<file path="src/rtl/lsrv_pkg.sv">
package lsrv_pkg;
  typedef enum logic [1:0] {
    ORG_NARROW = 2'd0,
    ORG_WIDE   = 2'd1,
    ORG_BANKED = 2'd2
  } org_e;

  typedef enum logic [1:0] {
    ST_IDLE = 2'd0,
    ST_ADDR = 2'd1,
    ST_ACC  = 2'd2,
    ST_XFER = 2'd3
  } st_e;

  localparam int LINE_WORDS = 4;
endpackage

</file>
<file path="src/rtl/lsrv_bank.sv">
module lsrv_bank #(
  parameter int DATA_W = 16,
  parameter int ADDR_W = 4
) (
  input  logic              clk,
  input  logic              we,
  input  logic [ADDR_W-1:0] addr,
  input  logic [DATA_W-1:0] wdata,
  output logic [DATA_W-1:0] rdata
);
  localparam int DEPTH = 1 << ADDR_W;

  logic [DATA_W-1:0] mem [DEPTH];

  always_ff @(posedge clk) begin
    if (we) mem[addr] <= wdata;
    rdata <= mem[addr];
  end
endmodule

</file>
<file path="src/rtl/lsrv_seq.sv">
module lsrv_seq #(
  parameter int GROUPS  = 1,
  parameter int BEATS   = 4,
  parameter int ACC_CYC = 15,
  parameter int CNT_W   = 5,
  parameter int BEAT_W  = 2
) (
  input  logic              clk,
  input  logic              rst,
  input  logic              start,
  output logic              idle,
  output logic              xfer,
  output logic              last,
  output logic [BEAT_W-1:0] beat,
  output logic [CNT_W-1:0]  cyc
);
  import lsrv_pkg::*;

  localparam int ACC_W = (ACC_CYC > 1) ? $clog2(ACC_CYC) : 1;
  localparam int BIN_W = (BEATS > 1) ? $clog2(BEATS) : 1;
  localparam int GRP_W = (GROUPS > 1) ? $clog2(GROUPS) : 1;

  st_e              st;
  logic [ACC_W-1:0] acc_cnt;
  logic [BIN_W-1:0] bin;
  logic [GRP_W-1:0] grp;
  logic             grp_end;

  assign idle    = (st == ST_IDLE);
  assign xfer    = (st == ST_XFER);
  assign grp_end = (bin == BIN_W'(BEATS - 1));
  assign last    = xfer && grp_end && (grp == GRP_W'(GROUPS - 1));

  always_ff @(posedge clk) begin
    if (rst) begin
      st      <= ST_IDLE;
      acc_cnt <= '0;
      bin     <= '0;
      grp     <= '0;
      beat    <= '0;
      cyc     <= '0;
    end else begin
      unique case (st)
        ST_IDLE: if (start) begin
          st   <= ST_ADDR;
          cyc  <= CNT_W'(1);
          beat <= '0;
          grp  <= '0;
        end
        ST_ADDR: begin
          st      <= ST_ACC;
          acc_cnt <= '0;
          cyc     <= cyc + 1'b1;
        end
        ST_ACC: begin
          cyc <= cyc + 1'b1;
          if (acc_cnt == ACC_W'(ACC_CYC - 1)) begin
            st  <= ST_XFER;
            bin <= '0;
          end else begin
            acc_cnt <= acc_cnt + 1'b1;
          end
        end
        ST_XFER: begin
          beat <= beat + 1'b1;
          if (grp_end) begin
            if (last) begin
              st <= ST_IDLE;
            end else begin
              st      <= ST_ACC;
              acc_cnt <= '0;
              grp     <= grp + 1'b1;
              cyc     <= cyc + 1'b1;
            end
          end else begin
            bin <= bin + 1'b1;
            cyc <= cyc + 1'b1;
          end
        end
        default: st <= ST_IDLE;
      endcase
    end
  end
endmodule

</file>
<file path="src/rtl/lsrv_line_server.sv">
module lsrv_line_server #(
  parameter lsrv_pkg::org_e ORG = lsrv_pkg::ORG_BANKED,
  parameter int WIDE_WORDS = 2,
  parameter int DATA_W     = 16,
  parameter int LADDR_W    = 4,
  parameter int ACC_CYC    = 15,
  localparam int LW        = lsrv_pkg::LINE_WORDS,
  localparam int BUS_W     = (ORG == lsrv_pkg::ORG_WIDE) ? WIDE_WORDS : 1,
  localparam int GRP_BEATS = (ORG == lsrv_pkg::ORG_BANKED) ? LW : 1,
  localparam int GROUPS    = LW / (BUS_W * GRP_BEATS),
  localparam int NBEATS    = GROUPS * GRP_BEATS,
  localparam int PENALTY   = 1 + GROUPS * (ACC_CYC + GRP_BEATS),
  localparam int CNT_W     = $clog2(PENALTY + 1)
) (
  input  logic                    clk,
  input  logic                    rst,
  input  logic                    req_valid,
  output logic                    req_ready,
  input  logic                    req_write,
  input  logic [LADDR_W-1:0]      req_line,
  input  logic [LW*DATA_W-1:0]    req_wdata,
  output logic                    rsp_valid,
  output logic [BUS_W*DATA_W-1:0] rsp_data,
  output logic                    done,
  output logic [CNT_W-1:0]        last_penalty
);
  localparam int BEAT_W = $clog2(LW);

  logic                 accept;
  logic                 idle, xfer, last;
  logic [BEAT_W-1:0]    beat;
  logic [CNT_W-1:0]     cyc;
  logic [LADDR_W-1:0]   cur_line;
  logic                 cur_write;
  logic [LW*DATA_W-1:0] wbuf;
  logic [DATA_W-1:0]    q [LW];

  assign req_ready = idle;
  assign accept    = req_valid && idle;
  assign rsp_valid = xfer && !cur_write;
  assign done      = last;

  always_ff @(posedge clk) begin
    if (rst) begin
      cur_line     <= '0;
      cur_write    <= 1'b0;
      wbuf         <= '0;
      last_penalty <= '0;
    end else begin
      if (accept) begin
        cur_line  <= req_line;
        cur_write <= req_write;
        wbuf      <= req_wdata;
      end
      if (last) last_penalty <= cyc;
    end
  end

  lsrv_seq #(
    .GROUPS (GROUPS),
    .BEATS  (GRP_BEATS),
    .ACC_CYC(ACC_CYC),
    .CNT_W  (CNT_W),
    .BEAT_W (BEAT_W)
  ) u_seq (
    .clk  (clk),
    .rst  (rst),
    .start(accept),
    .idle (idle),
    .xfer (xfer),
    .last (last),
    .beat (beat),
    .cyc  (cyc)
  );

  for (genvar w = 0; w < LW; w++) begin : g_bank
    lsrv_bank #(.DATA_W(DATA_W), .ADDR_W(LADDR_W)) u_bank (
      .clk  (clk),
      .we   (last && cur_write),
      .addr (cur_line),
      .wdata(wbuf[w*DATA_W +: DATA_W]),
      .rdata(q[w])
    );
  end

  always_comb begin
    rsp_data = '0;
    for (int i = 0; i < BUS_W; i++) begin
      for (int w = 0; w < LW; w++) begin
        if (int'(beat) * BUS_W + i == w) rsp_data[i*DATA_W +: DATA_W] = q[w];
      end
    end
  end
endmodule

</file>
<file path="config.mk">
export PLATFORM = sky130hd
export DESIGN_NAME = lsrv_line_server
export DESIGN_NICKNAME = d
export VERILOG_FILES = /design/src/rtl/lsrv_pkg.sv /design/src/rtl/lsrv_bank.sv /design/src/rtl/lsrv_seq.sv /design/src/rtl/lsrv_line_server.sv
export SDC_FILE = /design/constraint.sdc
export NUM_CORES = 1
export LEC_CHECK = 0
export ABC_CLOCK_PERIOD_IN_PS = 6900
export CAP_MARGIN = 20
export CORE_UTILIZATION = 60
export CTS_BUF_LIST = sky130_fd_sc_hd__clkbuf_16
export CTS_CLUSTER_DIAMETER = 120
export DETAILED_ROUTE_END_ITERATION = 7
export PLACE_DENSITY_LB_ADDON = 0.05
export SLEW_MARGIN = 10
export SYNTH_ARGS = -nofsm -noshare
export SYNTH_HDL_FRONTEND = slang
export SYNTH_SLANG_ARGS = --single-unit
</file>
<file path="constraint.sdc">
create_clock -name clk -period 6.9 [get_ports clk]
set_input_delay 2.07 -clock clk [delete_from_list [all_inputs] [get_ports clk]]
set_output_delay 2.07 -clock clk [all_outputs]
set_load 0.05 [all_outputs]
</file>
==> impl_metrics.toml <==
[status]
outcome = "complete, no violations"

[global_routing]
gr-usage-all-layers_pct = 28.60
antenna_found_initial = 1
grt_overflow = 0
grt_start_max_net_pins = 167
grt_pass1_vias = 22197
grt_pass1_wl_um = 149600

[floorplan]
fp.dieH_um = 271.6
initial_core_util_pct = 60.81
core_area_mm2 = 0.07173
die-area_mm2 = 0.07379
die_w_um = 271.6
pin_count = 96
rows = 98

[power]
seqPwrFrac_pct = 54.6
pwr-share-comb_pct = 5.3
p_sw_share_pct = 21.70
cellLeakagePower_nw = 15.94
ir_worst_vdd_mv = 0.2157
cellPowerDensity_mw_per_mm2 = 298.6
pwr-share-clk_pct = 40.1
p_sw_mw = 3.191
intPower_mw = 11.51

[yosys]
ys_seq_elements = 1178
synth_top_cell_area_share_pct = 70.49
synth_nets = 2248
yosys.area.top_type = "edfxtp_1"
ys_types = 47
yosysMostFrequentCell = "edfxtp_1"
synthTopCellsByCount = "edfxtp_1, mux4_2, nand2_1"
ys_top_cells_by_area = "edfxtp_1, mux4_2, dfxtp_1"
synthesis.area_mm2 = 0.04362
ys.flop_type = "edfxtp_1"
async_reset_ff_share_pct = 0
ys_seq_area_share_pct = 77.56
yosys_warnings = 0
syn_inst = 2168
synth-edff-count = 1024
avgSynthCellArea_um2 = 20.12

[sta]
fin_worst_skew_ns = 0.02701
grt_setup_unrepaired = "false"
fin_crit_ns = 5.452
fin_setup_tns_ns = 0
max_slew.worst_pin.slew_ns = 1.156
max_freq_mhz = 183.4
drv_slew = 0
finalHoldViolCount = 0
hold_slack_ns = 0.4562
fin_crit_sh_pct = 79.02
finalSetupViolCount = 0
setup_ws_ns = 1.448
max_slew_margin_pct = 22.92

[detailed_routing]
first_iter_violations = 2156
postRouteAntennaNets = 0
routed_via_density = 6.470
totalWireLength_um = 103100
route.detailed.wl_per_inst_um = 30.85
drt_drc_violations_left = 0
vias = 21622
first_pass_iters = 5

[finish]
fin_nets = 2372
fillers = 4532
synthToLayoutAreaGrowth_pct = 12.89
fin_util_pct = 68.65
fin_area_mm2 = 0.04925
drive_gt1_share_pct = 20.45

[clock_tree]
cts-root-buf = "clkbuf_16"
cts_hold_buf = 0
post_cts_buffers = 0
clkLatencyLatePin_ns = 0.67
cts_tree = "yes"
path_clk_slew_ns = 0.06
h-tree-depth = 3
cts_resized = 0
ctsLongestPathBuffers = 3
cts.sinks = 1178
cts_buffers = 113

[worst_hold_path]
hold_class = "reg -> reg"
min_to = "last_penalty[4]"
min_path_cells = 2
hold_start = "last_penalty[4]"

[critical_path]
rrSetupSlack_ns = 2.97
critPathKind = "reg -> out"
worst_ep_arrival_time_ns = 3.38
r2r_end = "g_bank[2].u_bank.mem[10][11]"
crit_fanout = 32
rr_worst_depth = 5
critPathLaunchType = "register"
r2r-start = "u_seq.st[0]"
endpoint_kind = "primary output"
required_ns = 4.83

[placement]
routabilityCongestion = 0.8067
dpl_worst_slack_ns = 2.218
dpl-instance-area_mm2 = 0.04567
dp_hpwl_um = 53400
port_buffers = 95

[job]
drv_cap = 0
## metal layers
metal | vias to the layer above | GRT usage [%] | wire, um
met5 | - | 0 | 0
met1 | 11533 | 42.11 | 42620
met3 | 125 | 4.069 | 7942
met4 | 0 | 6.993 | 1887
met2 | 886 | 46.06 | 50640
li1 | 9078 | - | -
## layout by cell type (no fill, tap or decap), types with 3 or more instances in the layout
cell type and count:
a21oi_1 82, a221oi_1 16, a22oi_1 128, a31oi_1 3
buf_12 10, buf_4 32, bufinv_16 6, clkbuf_16 120
clkdlybuf4s50_1 94, clkinv_1 28, clkinv_2 23, clkinv_4 3
dfxtp_1 152, edfxtp_1 1024, ha_1 8, inv_1 29
inv_2 10, mux4_2 256, nand2_1 236, nand2b_1 4
nand3_1 5, nor2_1 5, nor2_4 13, nor2b_1 34
nor3_1 4, nor3_2 4, o21ai_0 3, o31ai_1 17
or3_1 4
## area by class of cell
cell class	instances	area, um^2	area share, %
well taps	950	1189	2.414
flip-flops and latches	1178	33840	68.72
multi-input cells	854	9228	18.74
repair buffers	136	1381	2.805
diodes	1	2.502	0.005081
inverters	9	33.78	0.06860
clock buffers	120	3003	6.098
clock inverters	94	569.3	1.156
## how the worst max path moves through the flow
stage	from	to	slack [ns]	depth (start not counted)
after floorplan	u_seq.bin[0]	g_bank[0].u_bank.mem[0][0]	0.62	4
after global placement	u_seq.beat[1]	rsp_data[2]	2.29	5
after detailed placement	u_seq.beat[1]	rsp_data[12]	2.22	5
after CTS	u_seq.beat[1]	rsp_data[12]	1.51	5
after global routing	u_seq.beat[1]	rsp_data[12]	1.28	5
final	u_seq.beat[1]	rsp_data[2]	1.45	5
## logic make-up (layout without fill, tap and decap cells)
group                    count (synthesis)  count (layout)  synth area share (%)
AND/OR/NAND/NOR                        329             329                 3.316
other                                    0               1                     0
flip-flops                            1178            1178                 77.56
XOR/XNOR                                 1               1               0.02008
adder cells (fa/ha/maj)                  8               8                0.2295
buffers and inverters                  136             359                 1.620
multiplexers                           259             259                 13.29
AO/OA/AOI/OAI                          257             257                 3.970
## power groups by stage
stage	registers (mW)	logic (mW)	clock network (mW)
after global routing	8.04	0.822	6.25
after global placement	8.17	0.770	0
after detailed placement	8.18	0.778	0
after CTS	8.03	0.780	5.98
final	8.03	0.774	5.90
after floorplan	8.07	0.527	0
## critical path, cell delays in order, from the launching register on
cell and delay (ns):
dfxtp_1 0.34, inv_1 0.09, ha_1 0.83, a221oi_1 0.23, o31ai_1 0.33, clkdlybuf4s50_1 0.88
## through the flow
step	power, mW	std cells
2_1_floorplan	8.597	2168
3_3_place_gp	8.939	3127
3_5_place_dp	8.958	3127
4_1_cts	14.78	3341
5_1_grt	15.11	3341
6_report	14.71	3342
## registers in the layout, summed over array words and instances, names as in the netlist
| signal | cells |
|---|---|
| cur_line | 4 |
| cur_write | 1 |
| g_bank.u_bank.mem | 1024 |
| g_bank.u_bank.rdata | 64 |
| last_penalty | 5 |
| u_seq.acc_cnt | 4 |
| u_seq.beat | 2 |
| u_seq.bin | 2 |
| u_seq.cyc | 5 |
| u_seq.grp | 1 |
| u_seq.st | 2 |
| wbuf | 64 |
Note: power is estimated with default switching activity, not from simulation.
